$ cat src/rtl/sbs_pkg.sv
package sbs_pkg;

    typedef enum logic [1:0] {
        CMD_IDLE  = 2'd0,
        CMD_READ  = 2'd1,
        CMD_WRITE = 2'd2,
        CMD_STOP  = 2'd3
    } cmd_e;

    localparam logic [2:0] BLC_1    = 3'd0;
    localparam logic [2:0] BLC_2    = 3'd1;
    localparam logic [2:0] BLC_4    = 3'd2;
    localparam logic [2:0] BLC_8    = 3'd3;
    localparam logic [2:0] BLC_PAGE = 3'd7;

    typedef struct packed {
        logic [2:0] bl;
        logic       ilv;
        logic       cl3;
    } mode_t;

    localparam int LAT_MAX = 3;

endpackage

$ cat src/rtl/sbs_col_gen.sv
module sbs_col_gen #(
    parameter int COL_W = 9
) (
    input  logic [COL_W-1:0] start,
    input  logic [COL_W-1:0] idx,
    input  logic [COL_W-1:0] mask,
    input  logic             ilv,
    output logic [COL_W-1:0] col
);

    logic [COL_W-1:0] hold_bits;
    logic [COL_W-1:0] seq_low;
    logic [COL_W-1:0] ilv_low;

    always_comb begin
        hold_bits = start & ~mask;
        seq_low   = (start + idx) & mask;
        ilv_low   = (start ^ idx) & mask;
        col       = hold_bits | (ilv ? ilv_low : seq_low);
    end

endmodule

$ cat src/rtl/sbs_rd_pipe.sv
module sbs_rd_pipe #(
    parameter int COL_W = 9,
    parameter int DEPTH = 3
) (
    input  logic             clk,
    input  logic             rst_n,
    input  logic             flush,
    input  logic             in_valid,
    input  logic [COL_W-1:0] in_col,
    input  logic             lat3,
    output logic             out_valid,
    output logic [COL_W-1:0] out_col
);

    typedef struct packed {
        logic             v;
        logic [COL_W-1:0] col;
    } stage_t;

    stage_t [DEPTH-1:0] stg_d;
    stage_t [DEPTH-1:0] stg_q;

    always_comb begin
        stg_d[0].v   = in_valid & ~flush;
        stg_d[0].col = flush ? '0 : in_col;
    end

    for (genvar gi = 1; gi < DEPTH; gi++) begin : g_stage
        always_comb begin
            stg_d[gi] = flush ? '0 : stg_q[gi-1];
        end
    end

    always_ff @(posedge clk or negedge rst_n) begin
        if (!rst_n) begin
            stg_q <= '0;
        end else begin
            stg_q <= stg_d;
        end
    end

    stage_t tap;
    always_comb begin
        tap       = lat3 ? stg_q[DEPTH-1] : stg_q[DEPTH-2];
        out_valid = tap.v;
        out_col   = tap.v ? tap.col : '0;
    end

    AST_FLUSH_DROPS: assert property (@(posedge clk) disable iff (!rst_n)
        flush |=> !out_valid) else $error("flush left read data");

endmodule

$ cat src/rtl/sdram_burst_seq.sv
module sdram_burst_seq
    import sbs_pkg::*;
#(
    parameter int COL_W = 9
) (
    input  logic             clk,
    input  logic             rst_n,
    input  logic             mode_we,
    input  logic [2:0]       mode_bl,
    input  logic             mode_ilv,
    input  logic             mode_cl3,
    input  logic [1:0]       cmd,
    input  logic [COL_W-1:0] cmd_col,
    output logic             beat_valid,
    output logic [COL_W-1:0] beat_col,
    output logic             beat_wr,
    output logic             dq_valid,
    output logic [COL_W-1:0] dq_col,
    output logic             dq_wr
);

    typedef struct packed {
        logic             valid;
        logic             wr;
        logic             fullpg;
        logic             ilv;
        logic [COL_W-1:0] mask;
        logic [COL_W-1:0] start;
        logic [COL_W-1:0] idx;
    } burst_t;

    cmd_e             cmd_v;
    mode_t            md_d, md_q;
    burst_t           st_d, st_q;
    logic [COL_W-1:0] col_d, col_q;
    logic [COL_W-1:0] new_mask;
    logic             new_fp;
    logic             rd_v;
    logic [COL_W-1:0] rd_col;

    assign cmd_v = cmd_e'(cmd);

    always_comb begin
        new_fp = 1'b0;
        unique case (md_q.bl)
            BLC_1:   new_mask = COL_W'(0);
            BLC_2:   new_mask = COL_W'(1);
            BLC_4:   new_mask = COL_W'(3);
            BLC_8:   new_mask = COL_W'(7);
            BLC_PAGE: begin
                if (md_q.ilv) begin
                    new_mask = COL_W'(7);
                end else begin
                    new_mask = '1;
                    new_fp   = 1'b1;
                end
            end
            default: new_mask = COL_W'(0);
        endcase
    end

    always_comb begin
        md_d = md_q;
        st_d = st_q;
        if (mode_we) begin
            md_d.bl  = mode_bl;
            md_d.ilv = mode_ilv;
            md_d.cl3 = mode_cl3;
        end
        unique case (cmd_v)
            CMD_READ, CMD_WRITE: begin
                st_d.valid  = 1'b1;
                st_d.wr     = (cmd_v == CMD_WRITE);
                st_d.fullpg = new_fp;
                st_d.ilv    = md_q.ilv;
                st_d.mask   = new_mask;
                st_d.start  = cmd_col;
                st_d.idx    = '0;
            end
            CMD_STOP: begin
                st_d.valid = 1'b0;
            end
            default: begin
                if (st_q.valid) begin
                    if (st_q.fullpg || (st_q.idx != st_q.mask)) begin
                        st_d.idx = st_q.idx + COL_W'(1);
                    end else begin
                        st_d.valid = 1'b0;
                    end
                end
            end
        endcase
    end

    sbs_col_gen #(.COL_W(COL_W)) u_col (
        .start (st_d.start),
        .idx   (st_d.idx),
        .mask  (st_d.mask),
        .ilv   (st_d.ilv),
        .col   (col_d)
    );

    always_ff @(posedge clk or negedge rst_n) begin
        if (!rst_n) begin
            md_q  <= '0;
            st_q  <= '0;
            col_q <= '0;
        end else begin
            md_q  <= md_d;
            st_q  <= st_d;
            col_q <= col_d;
        end
    end

    sbs_rd_pipe #(.COL_W(COL_W), .DEPTH(LAT_MAX)) u_pipe (
        .clk       (clk),
        .rst_n     (rst_n),
        .flush     (cmd_v == CMD_WRITE),
        .in_valid  (st_q.valid & ~st_q.wr),
        .in_col    (col_q),
        .lat3      (md_q.cl3),
        .out_valid (rd_v),
        .out_col   (rd_col)
    );

    always_comb begin
        beat_valid = st_q.valid;
        beat_col   = st_q.valid ? col_q : '0;
        beat_wr    = st_q.valid & st_q.wr;
        dq_wr      = beat_wr;
        dq_valid   = beat_wr | rd_v;
        dq_col     = beat_wr ? col_q : rd_col;
    end

    AST_START_COL: assert property (@(posedge clk) disable iff (!rst_n)
        (cmd == 2'd1 || cmd == 2'd2) |=> beat_valid && beat_col == $past(cmd_col))
        else $error("new burst did not start at its column");

    AST_STOP_ENDS: assert property (@(posedge clk) disable iff (!rst_n)
        cmd == 2'd3 |=> !beat_valid) else $error("beat after stop");

    AST_BLOCK_FIXED: assert property (@(posedge clk) disable iff (!rst_n)
        (beat_valid && $past(beat_valid) && $past(cmd) == 2'd0)
        |-> ((beat_col ^ $past(beat_col)) & ~st_q.mask) == '0)
        else $error("upper column bits moved");

    AST_WR_STROBE: assert property (@(posedge clk) disable iff (!rst_n)
        beat_wr |-> dq_valid && dq_wr && dq_col == beat_col)
        else $error("write strobe missing");

    AST_RD_LAT2: assert property (@(posedge clk) disable iff (!rst_n)
        (dq_valid && !dq_wr && !md_q.cl3)
        |-> $past(beat_valid, 2) && !$past(beat_wr, 2) && dq_col == $past(beat_col, 2))
        else $error("latency 2 read strobe wrong");

    AST_RD_LAT3: assert property (@(posedge clk) disable iff (!rst_n)
        (dq_valid && !dq_wr && md_q.cl3)
        |-> $past(beat_valid, 3) && !$past(beat_wr, 3) && dq_col == $past(beat_col, 3))
        else $error("latency 3 read strobe wrong");

endmodule

$ cat config.mk
export PLATFORM = sky130hd
export DESIGN_NAME = sdram_burst_seq
export DESIGN_NICKNAME = d
export VERILOG_FILES = /design/src/rtl/sbs_pkg.sv /design/src/rtl/sbs_col_gen.sv /design/src/rtl/sbs_rd_pipe.sv /design/src/rtl/sdram_burst_seq.sv
export SDC_FILE = /design/constraint.sdc
export NUM_CORES = 1
export LEC_CHECK = 0
export ABC_AREA = 1
export BUFFER_PORTS_ARGS = -buffer_cell sky130_fd_sc_hd__buf_4
export CAP_MARGIN = 40
export CORE_ASPECT_RATIO = 1.1
export CORE_MARGIN = 5
export CORE_UTILIZATION = 55
export DETAILED_ROUTE_END_ITERATION = 7
export PLACE_DENSITY_LB_ADDON = 0.1
export SLEW_MARGIN = 20
export SYNTH_ARGS = -nofsm -noshare
export SYNTH_HDL_FRONTEND = slang
export SYNTH_SLANG_ARGS = --single-unit
$ cat constraint.sdc
create_clock -name clk -period 8 [get_ports clk]
set_input_delay 0.4 -clock clk [delete_from_list [all_inputs] [get_ports clk]]
set_output_delay 0.4 -clock clk [all_outputs]
set_load 0.005 [all_outputs]
==> results.cfg <==
[outcome]
status = completed

[floorplan]
pin_count = 41
fp.dieArea_mm2 = 0.00831
rows = 31
coreArea_mm2 = 0.00652
start_util = 0.556
dieHeight_um = 95.1
die_w_um = 87.4

[layout]
fin_util = 0.651
final_cell_area_mm2 = 0.00424
final_cell_mix = nand2_1 (106), dfrtp_1 (75), inv_1 (73)
final_net_count = 510
flow.area_growth_from_synthesis_pct = 17.1
final_cells = 564
diodes = 0
drive_gt1_frac = 0.151
final_common_cell = nand2_1

[drt]
drc = 0
drt.antenna.violating_nets = 0
routedWlPerCell_um = 13.3
vias = 2842
via_per_inst = 5.04
drtIter0Drc = 172
first_pass_iters = 4
wl_um = 7500

[yosys]
yosysWarnings = 0
ys_types = 38
synth_top_family_by_area = simple AND/OR/NAND/NOR gates
syn-num-nets = 467
yosysSeqAreaShare = 0.518
syn-instance-count = 434
synth_compound_area_frac = 0.0943
synth_xor_area_frac = 0.0218
syn_area_per_cell_um2 = 8.34
synthMuxAreaShare = 0.00622
synth-simple-area-share = 0.215
synth_area_mm2 = 0.00362
synth_seq_cells = 75
synth-adder-area-share = 0.0504

[sta]
period_needed_ns = 3.23
final-hold-violation-count = 0
final.setup.worst_slack_ns = 4.77
rsz0062_at_grt = no
setup_viol = 0
tns_ns = 0
tightest_slew_ns = 0.641
slew_headroom = 0.573
max_freq_mhz = 310
whs_ns = 0.257
finalCritPeriodShare = 0.403
skew_ns = 0.00878
drv_slew = 0

[place]
dpl_cell_area_mm2 = 0.00401
pre_cts_slack_ns = 4.38
dp_hpwl_um = 5580
placed_cells = 547
place_congestion = 0.901
io_buffers = 40

[setup_path]
crit_type = input pin to flip-flop
max_stage_delay_ns = 0.69
path_cells = buf_4, inv_1, ha_1, inv_1, nand2_1, nand2_1, ha_1, fa_1, nand4_1, nand3_1, nand3b_1, nand2_1, inv_1, nand3_2, nand3_1, nand2_1, nand2_1, inv_1
worstSetupEndpointType = flip-flop
startpoint_type = input pin
cp.buffers_inverters = 5
cp_max_fo = 20
crit_path_top_delay_cell = ha_1
critPathArrivalTime_ns = 3.47
cpMostUsedCell = nand2_1
worstPathRequired_ns = 8.25
cp_top_family = adder cells

[power]
leakage_nw = 2.31
ir_drop_mv = 0.116
p_per_area_mw_per_mm2 = 226
finalPower_uw = 958

[clock_tree]
post_cts_buffers = 0
cts_tree = built
cts_buffers = 9
ctsResizeCount = 0
cts_root_buf = clkbuf_8
clkTransAtPathRegs_ns = 0.09
clockBufferDepth = 2
cts-htree-levels = 3
ctsHoldBuffers = 1
clock_latency_ns = 0.35
clkSinkCount = 75

[global_routing]
grt_pass1_vias = 2865
grt_max_degree = 42
grt_antenna_before_repair = 0
grt_pass1_wl_um = 13100
grtUsageTotal = 0.202
gr-total-overflow = 0

[hold_path]
worst_hold_path_type = input pin to flip-flop

[run]
cap_violations = 0
## cells in the mapped netlist
| cell | number | area [µm²] |
|---|---|---|
| inv_4 | 1 | 6.26 |
| fa_1 | 1 | 20.0 |
| ha_1 | 13 | 163 |
| and3_1 | 1 | 6.26 |
| a21o_1 | 1 | 7.51 |
| or2_0 | 1 | 6.26 |
| nor2_2 | 1 | 6.26 |
| nor2_1 | 44 | 165 |
| o21ai_1 | 2 | 10.0 |
| buf_6 | 1 | 11.3 |
| clkinv_1 | 1 | 3.75 |
| xor2_1 | 3 | 26.3 |
| buf_2 | 1 | 5.00 |
| clkbuf_1 | 8 | 30.0 |
| or2_2 | 3 | 18.8 |
| inv_1 | 73 | 274 |
| o21ai_0 | 31 | 155 |
| nor2_4 | 1 | 11.3 |
| buf_4 | 1 | 7.51 |
| a31oi_1 | 2 | 12.5 |
| o22ai_1 | 9 | 56.3 |
| or2_1 | 1 | 6.26 |
| nand2_1 | 106 | 398 |
| a21oi_1 | 15 | 75.1 |
| nand3_2 | 1 | 10.0 |
| o211ai_1 | 1 | 7.51 |
| nand3_1 | 13 | 65.1 |
| xnor2_1 | 6 | 52.6 |
| nand2_2 | 2 | 12.5 |
| a31o_2 | 1 | 8.76 |
| nand3b_1 | 1 | 7.51 |
| dfrtp_1 | 75 | 1880 |
| o21ai_2 | 1 | 8.76 |
| nand4_1 | 6 | 37.5 |
| nor3_4 | 1 | 16.3 |
| mux2_2 | 2 | 22.5 |
| inv_2 | 1 | 3.75 |
| nor3_1 | 2 | 10.0 |
## per-layer routing
metal,global-route usage,vias up,share of wire
li1,-,1439,-
met1,0.275,1327,0.46
met2,0.327,65,0.48
met3,0.0285,11,0.042
met4,0.0806,0,0.019
met5,0,-,0
## flip-flops by register name, indices dropped and copies added (netlist names)
register      flops
md_q              5
beat_valid        1
u_pipe.stg_q     30
st_q             30
col_q             9
## worst min-delay path, stage by stage
cell and delay [ns]:
buf_4 0.08, nand2_1 0.04, o21ai_0 0.05
## path summary, 6_finish.rpt
check	startpoint	depth (start not counted)	slack, ns	to
max	cmd[0]	18	4.77	col_q[8]$_DFF_PN0_
min	mode_bl[0]	3	0.26	md_q[2]$_DFFE_PN0P_
max reg2reg	st_q[1]$_DFF_PN0_	24	4.99	col_q[8]$_DFF_PN0_
min reg2reg	u_pipe.stg_q[8]$_DFF_PN0_	2	0.46	u_pipe.stg_q[18]$_DFF_PN0_
max in group asynchronous	rst_n	3	6.90	st_q[8]$_DFF_PN0_
min in group asynchronous	rst_n	2	0.53	u_pipe.stg_q[11]$_DFF_PN0_
## kinds of logic (layout without fill, tap and decap cells)
kind of cell | count (synthesis) | count (layout)
AO/OA/AOI/OAI | 63 | 63
buffers and inverters | 87 | 135
flip-flops | 75 | 75
XOR/XNOR | 9 | 9
multiplexers | 2 | 2
AND/OR/NAND/NOR | 184 | 184
adder cells (fa/ha/maj) | 14 | 14
## power by group
| part | total [mW] | switching (mW) | internal, mW | leakage (nW) |
|---|---|---|---|---|
| sequential | 0.450 | 0.0236 | 0.426 | 0.959 |
| combinational | 0.184 | 0.110 | 0.0734 | 1.24 |
| clock | 0.324 | 0.147 | 0.178 | 0.106 |
| total | 0.958 | 0.281 | 0.677 | 2.31 |
## layout make-up
cell class              count  area (µm²)
inverters                  76         288
flip-flops and latches     75        1880
multi-input cells         272        1400
well taps                  82         103
fillers                   553        2280
repair buffers             43         345
clock buffers               9         124
clock inverters             7         101
(Power assumes the default switching activity.)
